## src/rtl/scTxPkg.sv

```systemverilog
package scTxPkg;

  localparam int HALF_W = 5;
  localparam logic [HALF_W-1:0] THR_NORMAL = 5'd25;
  localparam logic [HALF_W-1:0] THR_BLOCK  = 5'd23;
  localparam logic [HALF_W-1:0] THR_GSM    = 5'd22;

  typedef enum logic [1:0] {
    CK_STOP     = 2'b00,
    CK_RUN      = 2'b01,
    CK_PARK_LO  = 2'b10,
    CK_PARK_HI  = 2'b11
  } ckMode_e;

  typedef struct packed {
    logic clrEnd;
    logic setEnd;
    logic startCnt;
    logic countEn;
  } timerCtl_t;

  function automatic logic [HALF_W-1:0] thrHalves(input logic gsm, input logic blk);
    if (gsm)      return THR_GSM;
    else if (blk) return THR_BLOCK;
    else          return THR_NORMAL;
  endfunction

  function automatic logic ckLevel(input ckMode_e code, input logic phase);
    case (code)
      CK_RUN:     return phase;
      CK_PARK_HI: return 1'b1;
      default:    return 1'b0;
    endcase
  endfunction

endpackage

```

## src/rtl/scTxCtrl.sv

```systemverilog
module scTxCtrl
  import scTxPkg::*;
(
  input  logic      clk,
  input  logic      rstN,
  input  logic      txLoad,
  input  logic      startBit,
  input  logic      hit,
  output timerCtl_t ctl
);

  typedef enum logic [1:0] {ST_IDLE, ST_ARMED, ST_TIMING} st_e;
  st_e state, stateNxt;

  always_comb begin
    ctl      = '0;
    stateNxt = state;
    if (txLoad) begin
      ctl.clrEnd = 1'b1;
      stateNxt   = ST_ARMED;
    end else begin
      case (state)
        ST_ARMED: if (startBit) begin
          ctl.startCnt = 1'b1;
          stateNxt     = ST_TIMING;
        end
        ST_TIMING: begin
          ctl.countEn = 1'b1;
          if (hit) begin
            ctl.setEnd = 1'b1;
            stateNxt   = ST_IDLE;
          end
        end
        default: stateNxt = state;
      endcase
    end
  end

  always_ff @(posedge clk) begin
    if (!rstN) state <= ST_IDLE;
    else       state <= stateNxt;
  end

endmodule

```

## src/rtl/scTxDatapath.sv

```systemverilog
module scTxDatapath
  import scTxPkg::*;
#(
  parameter int ETU_W = 12
) (
  input  logic             clk,
  input  logic             rstN,
  input  logic [ETU_W-1:0] etuClocks,
  input  logic             gsmMode,
  input  logic             blockMode,
  input  timerCtl_t        ctl,
  output logic             hit,
  output logic             txEnd
);

  localparam int SUB_W = ETU_W - 1;

  logic [SUB_W-1:0]  halfLen, subCnt;
  logic [HALF_W-1:0] thrQ, halfCnt;
  logic              subWrap;

  assign subWrap = (subCnt == halfLen - SUB_W'(1));
  assign hit     = subWrap && (halfCnt == thrQ - HALF_W'(1));

  always_ff @(posedge clk) begin
    if (!rstN) begin
      halfLen <= SUB_W'(1);
      thrQ    <= THR_NORMAL;
      subCnt  <= '0;
      halfCnt <= '0;
    end else if (ctl.startCnt) begin
      halfLen <= etuClocks[ETU_W-1:1];
      thrQ    <= thrHalves(gsmMode, blockMode);
      subCnt  <= '0;
      halfCnt <= '0;
    end else if (ctl.countEn) begin
      if (subWrap) begin
        subCnt  <= '0;
        halfCnt <= halfCnt + HALF_W'(1);
      end else begin
        subCnt  <= subCnt + SUB_W'(1);
      end
    end
  end

  always_ff @(posedge clk) begin
    if (!rstN)           txEnd <= 1'b1;
    else if (ctl.clrEnd) txEnd <= 1'b0;
    else if (ctl.setEnd) txEnd <= 1'b1;
  end

endmodule

```

## src/rtl/scCardClk.sv

```systemverilog
module scCardClk
  import scTxPkg::*;
#(
  parameter int CK_HALF = 2
) (
  input  logic       clk,
  input  logic       rstN,
  input  logic       gsmMode,
  input  logic [1:0] clkMode,
  output logic       cardClk
);

  localparam int DIV_W = (CK_HALF > 1) ? $clog2(CK_HALF) : 1;
  localparam logic [DIV_W-1:0] DIV_LAST = DIV_W'(CK_HALF - 1);

  logic [DIV_W-1:0] divCnt;
  logic             ckPhase, phaseNxt, divWrap, applyNow;
  ckMode_e          appliedCode, reqCode;

  assign reqCode  = gsmMode ? ckMode_e'(clkMode) : ckMode_e'({1'b0, clkMode[0]});
  assign divWrap  = (divCnt == DIV_LAST);
  assign phaseNxt = divWrap ? ~ckPhase : ckPhase;
  assign applyNow = divWrap && !ckPhase;

  always_ff @(posedge clk) begin
    if (!rstN) begin
      divCnt      <= '0;
      ckPhase     <= 1'b0;
      appliedCode <= CK_STOP;
      cardClk     <= 1'b0;
    end else begin
      divCnt  <= divWrap ? '0 : divCnt + DIV_W'(1);
      ckPhase <= phaseNxt;
      if (applyNow) begin
        appliedCode <= reqCode;
        cardClk     <= ckLevel(reqCode, phaseNxt);
      end else begin
        cardClk     <= ckLevel(appliedCode, phaseNxt);
      end
    end
  end

endmodule

```

## src/rtl/scTxEndTimer.sv

```systemverilog
module scTxEndTimer
  import scTxPkg::*;
#(
  parameter int ETU_W   = 12,
  parameter int CK_HALF = 2
) (
  input  logic             clk,
  input  logic             rstN,
  input  logic [ETU_W-1:0] etuClocks,
  input  logic             txLoad,
  input  logic             startBit,
  input  logic             blockMode,
  input  logic             gsmMode,
  input  logic [1:0]       clkMode,
  output logic             txEnd,
  output logic             cardClk
);

  timerCtl_t ctl;
  logic      hit;

  scTxCtrl u_ctrl (
    .clk(clk), .rstN(rstN), .txLoad(txLoad), .startBit(startBit),
    .hit(hit), .ctl(ctl)
  );

  scTxDatapath #(.ETU_W(ETU_W)) u_dp (
    .clk(clk), .rstN(rstN), .etuClocks(etuClocks), .gsmMode(gsmMode),
    .blockMode(blockMode), .ctl(ctl), .hit(hit), .txEnd(txEnd)
  );

  scCardClk #(.CK_HALF(CK_HALF)) u_ck (
    .clk(clk), .rstN(rstN), .gsmMode(gsmMode), .clkMode(clkMode),
    .cardClk(cardClk)
  );

endmodule

```

## config.mk

```make
export PLATFORM = sky130hd
export DESIGN_NAME = scTxEndTimer
export DESIGN_NICKNAME = d
export VERILOG_FILES = /design/src/rtl/scTxPkg.sv /design/src/rtl/scTxCtrl.sv /design/src/rtl/scTxDatapath.sv /design/src/rtl/scCardClk.sv /design/src/rtl/scTxEndTimer.sv
export SDC_FILE = /design/constraint.sdc
export NUM_CORES = 1
export LEC_CHECK = 0
export BUFFER_PORTS_ARGS = -buffer_cell sky130_fd_sc_hd__buf_2
export CAP_MARGIN = 20
export CORE_ASPECT_RATIO = 1.5
export CORE_MARGIN = 2
export CORE_UTILIZATION = 60
export DETAILED_ROUTE_END_ITERATION = 10
export GPL_ROUTABILITY_DRIVEN = 0
export PLACE_DENSITY = 0.81
export RECOVER_POWER = 50
export SETUP_SLACK_MARGIN = 0.3
export SLEW_MARGIN = 5
export SYNTH_ARGS = -nofsm -noshare
export SYNTH_HDL_FRONTEND = slang
export SYNTH_SLANG_ARGS = --single-unit
export TNS_END_PERCENT = 50
```

## constraint.sdc

```tcl
create_clock -name clk -period 4.1 [get_ports clk]
set_input_delay 0 -clock clk [delete_from_list [all_inputs] [get_ports clk]]
set_output_delay 0 -clock clk [all_outputs]
set_load 0.01 [all_outputs]
```

==> run metrics <==
status complete, no violations; largest net degree at the start of global routing 24; final wirelength between 4 and 5 mm; Fillers around 260; clk sinks 38; num rows 26; Remaining DRCs 0; area fraction in compound gates after synthesis between 10% and 20%; Most used DFF post-synth dfxtp_1; Hold EP u_dp.thrQ[0]$_SDFFE_PN1P_; first-pass GRT wire length around 7.5 mm; Bufs on Longest Clock Path 2; adder-cell share of the synthesized area under 10%; reg-to-reg endpoint u_ctrl.state[1]$_SDFFE_PP0P_; Post-DRT Antenna Nets 0; Multi-input gate area 1230 sq um; Reg2Reg Setup Slack roughly 1.6 ns; initial antenna violation count 0; Total Power 0.000806 W; asr flop ratio synth 0%; I/O pins 22; post-synthesis mux area share just under 3%; largest family of logic cells by synthesized area simple AND/OR/NAND/NOR gates; Yosys top cell by area dfxtp_1; met2 GRT Util about 45%; TritonCTS Buffers 5; Worst EP arrival between 2 and 3 ns; Crit. End Element register; Hold WC Path Type input port to register; Synth Area per Inst ~8.5 sq um; Hold Crit Start rstN; Worst-Margin Slew 0.674 ns; VDD IR max between 300 and 400 uV; initial drt markers 33; CTS tree done; initial core utilization approximately 60%; Bufs and invs on worst path 1; max cap viols 0; post-synthesis net count between 200 and 300; Ys Warns 0; die area slightly below 4000 sq um; static leakage just over 1 nW; WP data required roughly 4.3 ns; grt total ovfl 0; DR vias roughly 1800; relative slew slack approximately 55%; Fin. Hold Viols 0; met3 Use GR 8.24%; Clock Skew between 0.01 and 0.015 ns; # diodes 0; area delta synth->final 17.9%; clk_lat worst skew roughly 0.31 ns; met1 Usage GRT 27.5%; RSZ-0062 raised after global routing no; setup bufs post-CTS 0; setup violators final 0; H-tree depth reported by CTS 2; fin worst setup slack around 1.6 ns; reg2reg path depth 8; CP Cell Sequence inv_1 -> ha_1 -> or4b_4 -> and4b_2 -> nor4_1 -> and2_0 -> nand4_1 -> and4bb_2; number of global-route vias before repair between 1500 and 2000; synthesis-stage register bit count 38; Vias/cell around 5.7; die height 75.9 microns; min cycle time layout between 2 and 2.5 ns; crit-path max cell delay around 0.42 ns; Seq/Total Area, Yosys approximately 37%; Synth Area in XOR/XNOR roughly 11%; Mapped Area 2070 sq um; Core Footprint between 3000 and 4000 sq um; fin. max-slew vios 0; Die W 51.9 microns; Setup WS pre-CTS ~1.7 ns; gr busiest metal met2; Worst Path Max Fanout 6; drt first pass iters 4; Tcrit/Tclk final between 60% and 70%; power per cell area 331 nW/um^2; Fmax between 400 and 500 MHz; depth of the worst hold-timing path 2; CTS Root Cell clkbuf_8; delay-heaviest family, CP simple AND/OR/NAND/NOR gates; fin nets around 300; layout cells sized above 1 between 10% and 20%; Cell variety after synth 47; DP HPWL slightly above 3 mm; Sequential cell area 761 sq um; Total Routing Usage GR between 20% and 30%; Setup TNS 0 ns; critical path class register to register; clk slew on worst S/H paths about 0.08 ns; EDFF count, synth 0; WL/cell 14.3 microns; buffers added on ports 20; Mapped Cells around 240; RR Startpoint u_dp.halfLen[0]$_SDFFE_PN1P_; Area contributors post-synth dfxtp_1, xor2_1, nand2_1; Synth top area share roughly 37%; Synth Area in Simple Gates about 30%; Startpoint Class register; crit path max-delay cell type dfxtp_1
placed cells by master (no fill, tap or decap), types with 5 or more instances in the layout:
cell type / count
inv_1: 7
clkbuf_8: 5
nand4_1: 5
nand3_1: 15
a21boi_0: 11
buf_2: 18
dlygate4sd3_1: 16
xor2_1: 18
dfxtp_1: 38
nor3_1: 6
mux2i_1: 6
nor2_1: 16
ha_1: 6
nand2_1: 35
a21oi_1: 5
xnor2_1: 8
routing by layer:
layer	up-vias	wire (microns)
met5	-	0
met4	0	143
met3	14	153
met2	39	2380
met1	859	1910
li1	916	-
synthesized netlist by cell type, types with 3 or more instances:
| cell | n |
|---|---|
| a21boi_0 | 11 |
| a21oi_1 | 5 |
| a31oi_1 | 3 |
| and3_1 | 4 |
| buf_6 | 3 |
| clkbuf_1 | 5 |
| dfxtp_1 | 38 |
| ha_1 | 6 |
| inv_1 | 7 |
| mux2i_1 | 6 |
| nand2_1 | 35 |
| nand2b_1 | 4 |
| nand3_1 | 15 |
| nand4_1 | 5 |
| nor2_1 | 16 |
| nor2b_1 | 4 |
| nor3_1 | 6 |
| nor4_1 | 3 |
| o211ai_1 | 3 |
| o21ai_0 | 3 |
| xnor2_1 | 8 |
| xor2_1 | 18 |
cell type report:
type / instances / area share, %
Multi-Input combinational cell: 189 / 50.3
Sequential cell: 38 / 31.2
Timing Repair Buffer: 37 / 10.7
Clock buffer: 5 / 2.82
Tap cell: 42 / 2.16
Clock inverter: 3 / 1.64
Inverter: 7 / 1.08
flip-flops by register name (all words and copies together) (netlist names):
name / flops
u_ck.divCnt: 1
u_ck.ckPhase: 1
u_dp.halfCnt: 5
u_ck.cardClk: 1
u_ck.appliedCode: 2
u_ctrl.state: 2
u_dp.subCnt: 11
u_dp.halfLen: 11
u_dp.txEnd: 1
u_dp.thrQ: 3
power by group:
part           switching, W  internal (W)   total, W  leakage (nW)
registers        0.00000911      0.000379   0.000388         0.308
logic             0.0000500     0.0000470  0.0000970         0.642
clock network      0.000142      0.000179   0.000321        0.0579
per-stage QoR:
step | hold WS, ns | instance area [sq um] | std cells | util [%]
floorplan | 0.114 | 2070 | 242 | -
global placement | 0.252 | 2170 | 297 | 64.9
detailed placement | 0.247 | 2170 | 297 | 64.9
CTS | 0.0636 | 2440 | 321 | 72.9
global route | 0.111 | 2440 | 321 | 72.7
finish | 0.0705 | 2440 | 321 | 72.7
how the worst max path moves through the flow:
stage	slack, ns	cells past startpoint	start	to
after floorplan	1.96	8	u_dp.halfLen[0]$_SDFFE_PN1P_	u_ctrl.state[1]$_SDFFE_PP0P_
final	1.63	8	u_dp.halfLen[0]$_SDFFE_PN1P_	u_ctrl.state[1]$_SDFFE_PP0P_
after global routing	1.49	8	u_dp.halfLen[0]$_SDFFE_PN1P_	u_ctrl.state[1]$_SDFFE_PP0P_
after detailed placement	1.71	8	u_dp.halfLen[0]$_SDFFE_PN1P_	u_ctrl.state[1]$_SDFFE_PP0P_
after global placement	1.71	8	u_dp.halfLen[0]$_SDFFE_PN1P_	u_ctrl.state[1]$_SDFFE_PP0P_
after CTS	1.66	8	u_dp.halfLen[0]$_SDFFE_PN1P_	u_ctrl.state[1]$_SDFFE_PP0P_
cells by family (layout without fill, tap and decap cells):
| logic type | Yosys count | count (layout) |
|---|---|---|
| buf+inv | 15 | 52 |
| xor+xnor | 26 | 26 |
| compound gates | 36 | 36 |
| mux | 6 | 6 |
| fa+ha+maj | 6 | 6 |
| flops | 38 | 38 |
| simple gates | 115 | 115 |
timing repair:
item,in CTS,in global routing
hold buffers,16,0
hold endpoints to repair,17,0
gates resized for setup,0,0
Note: power is estimated with default switching activity, not from simulation.
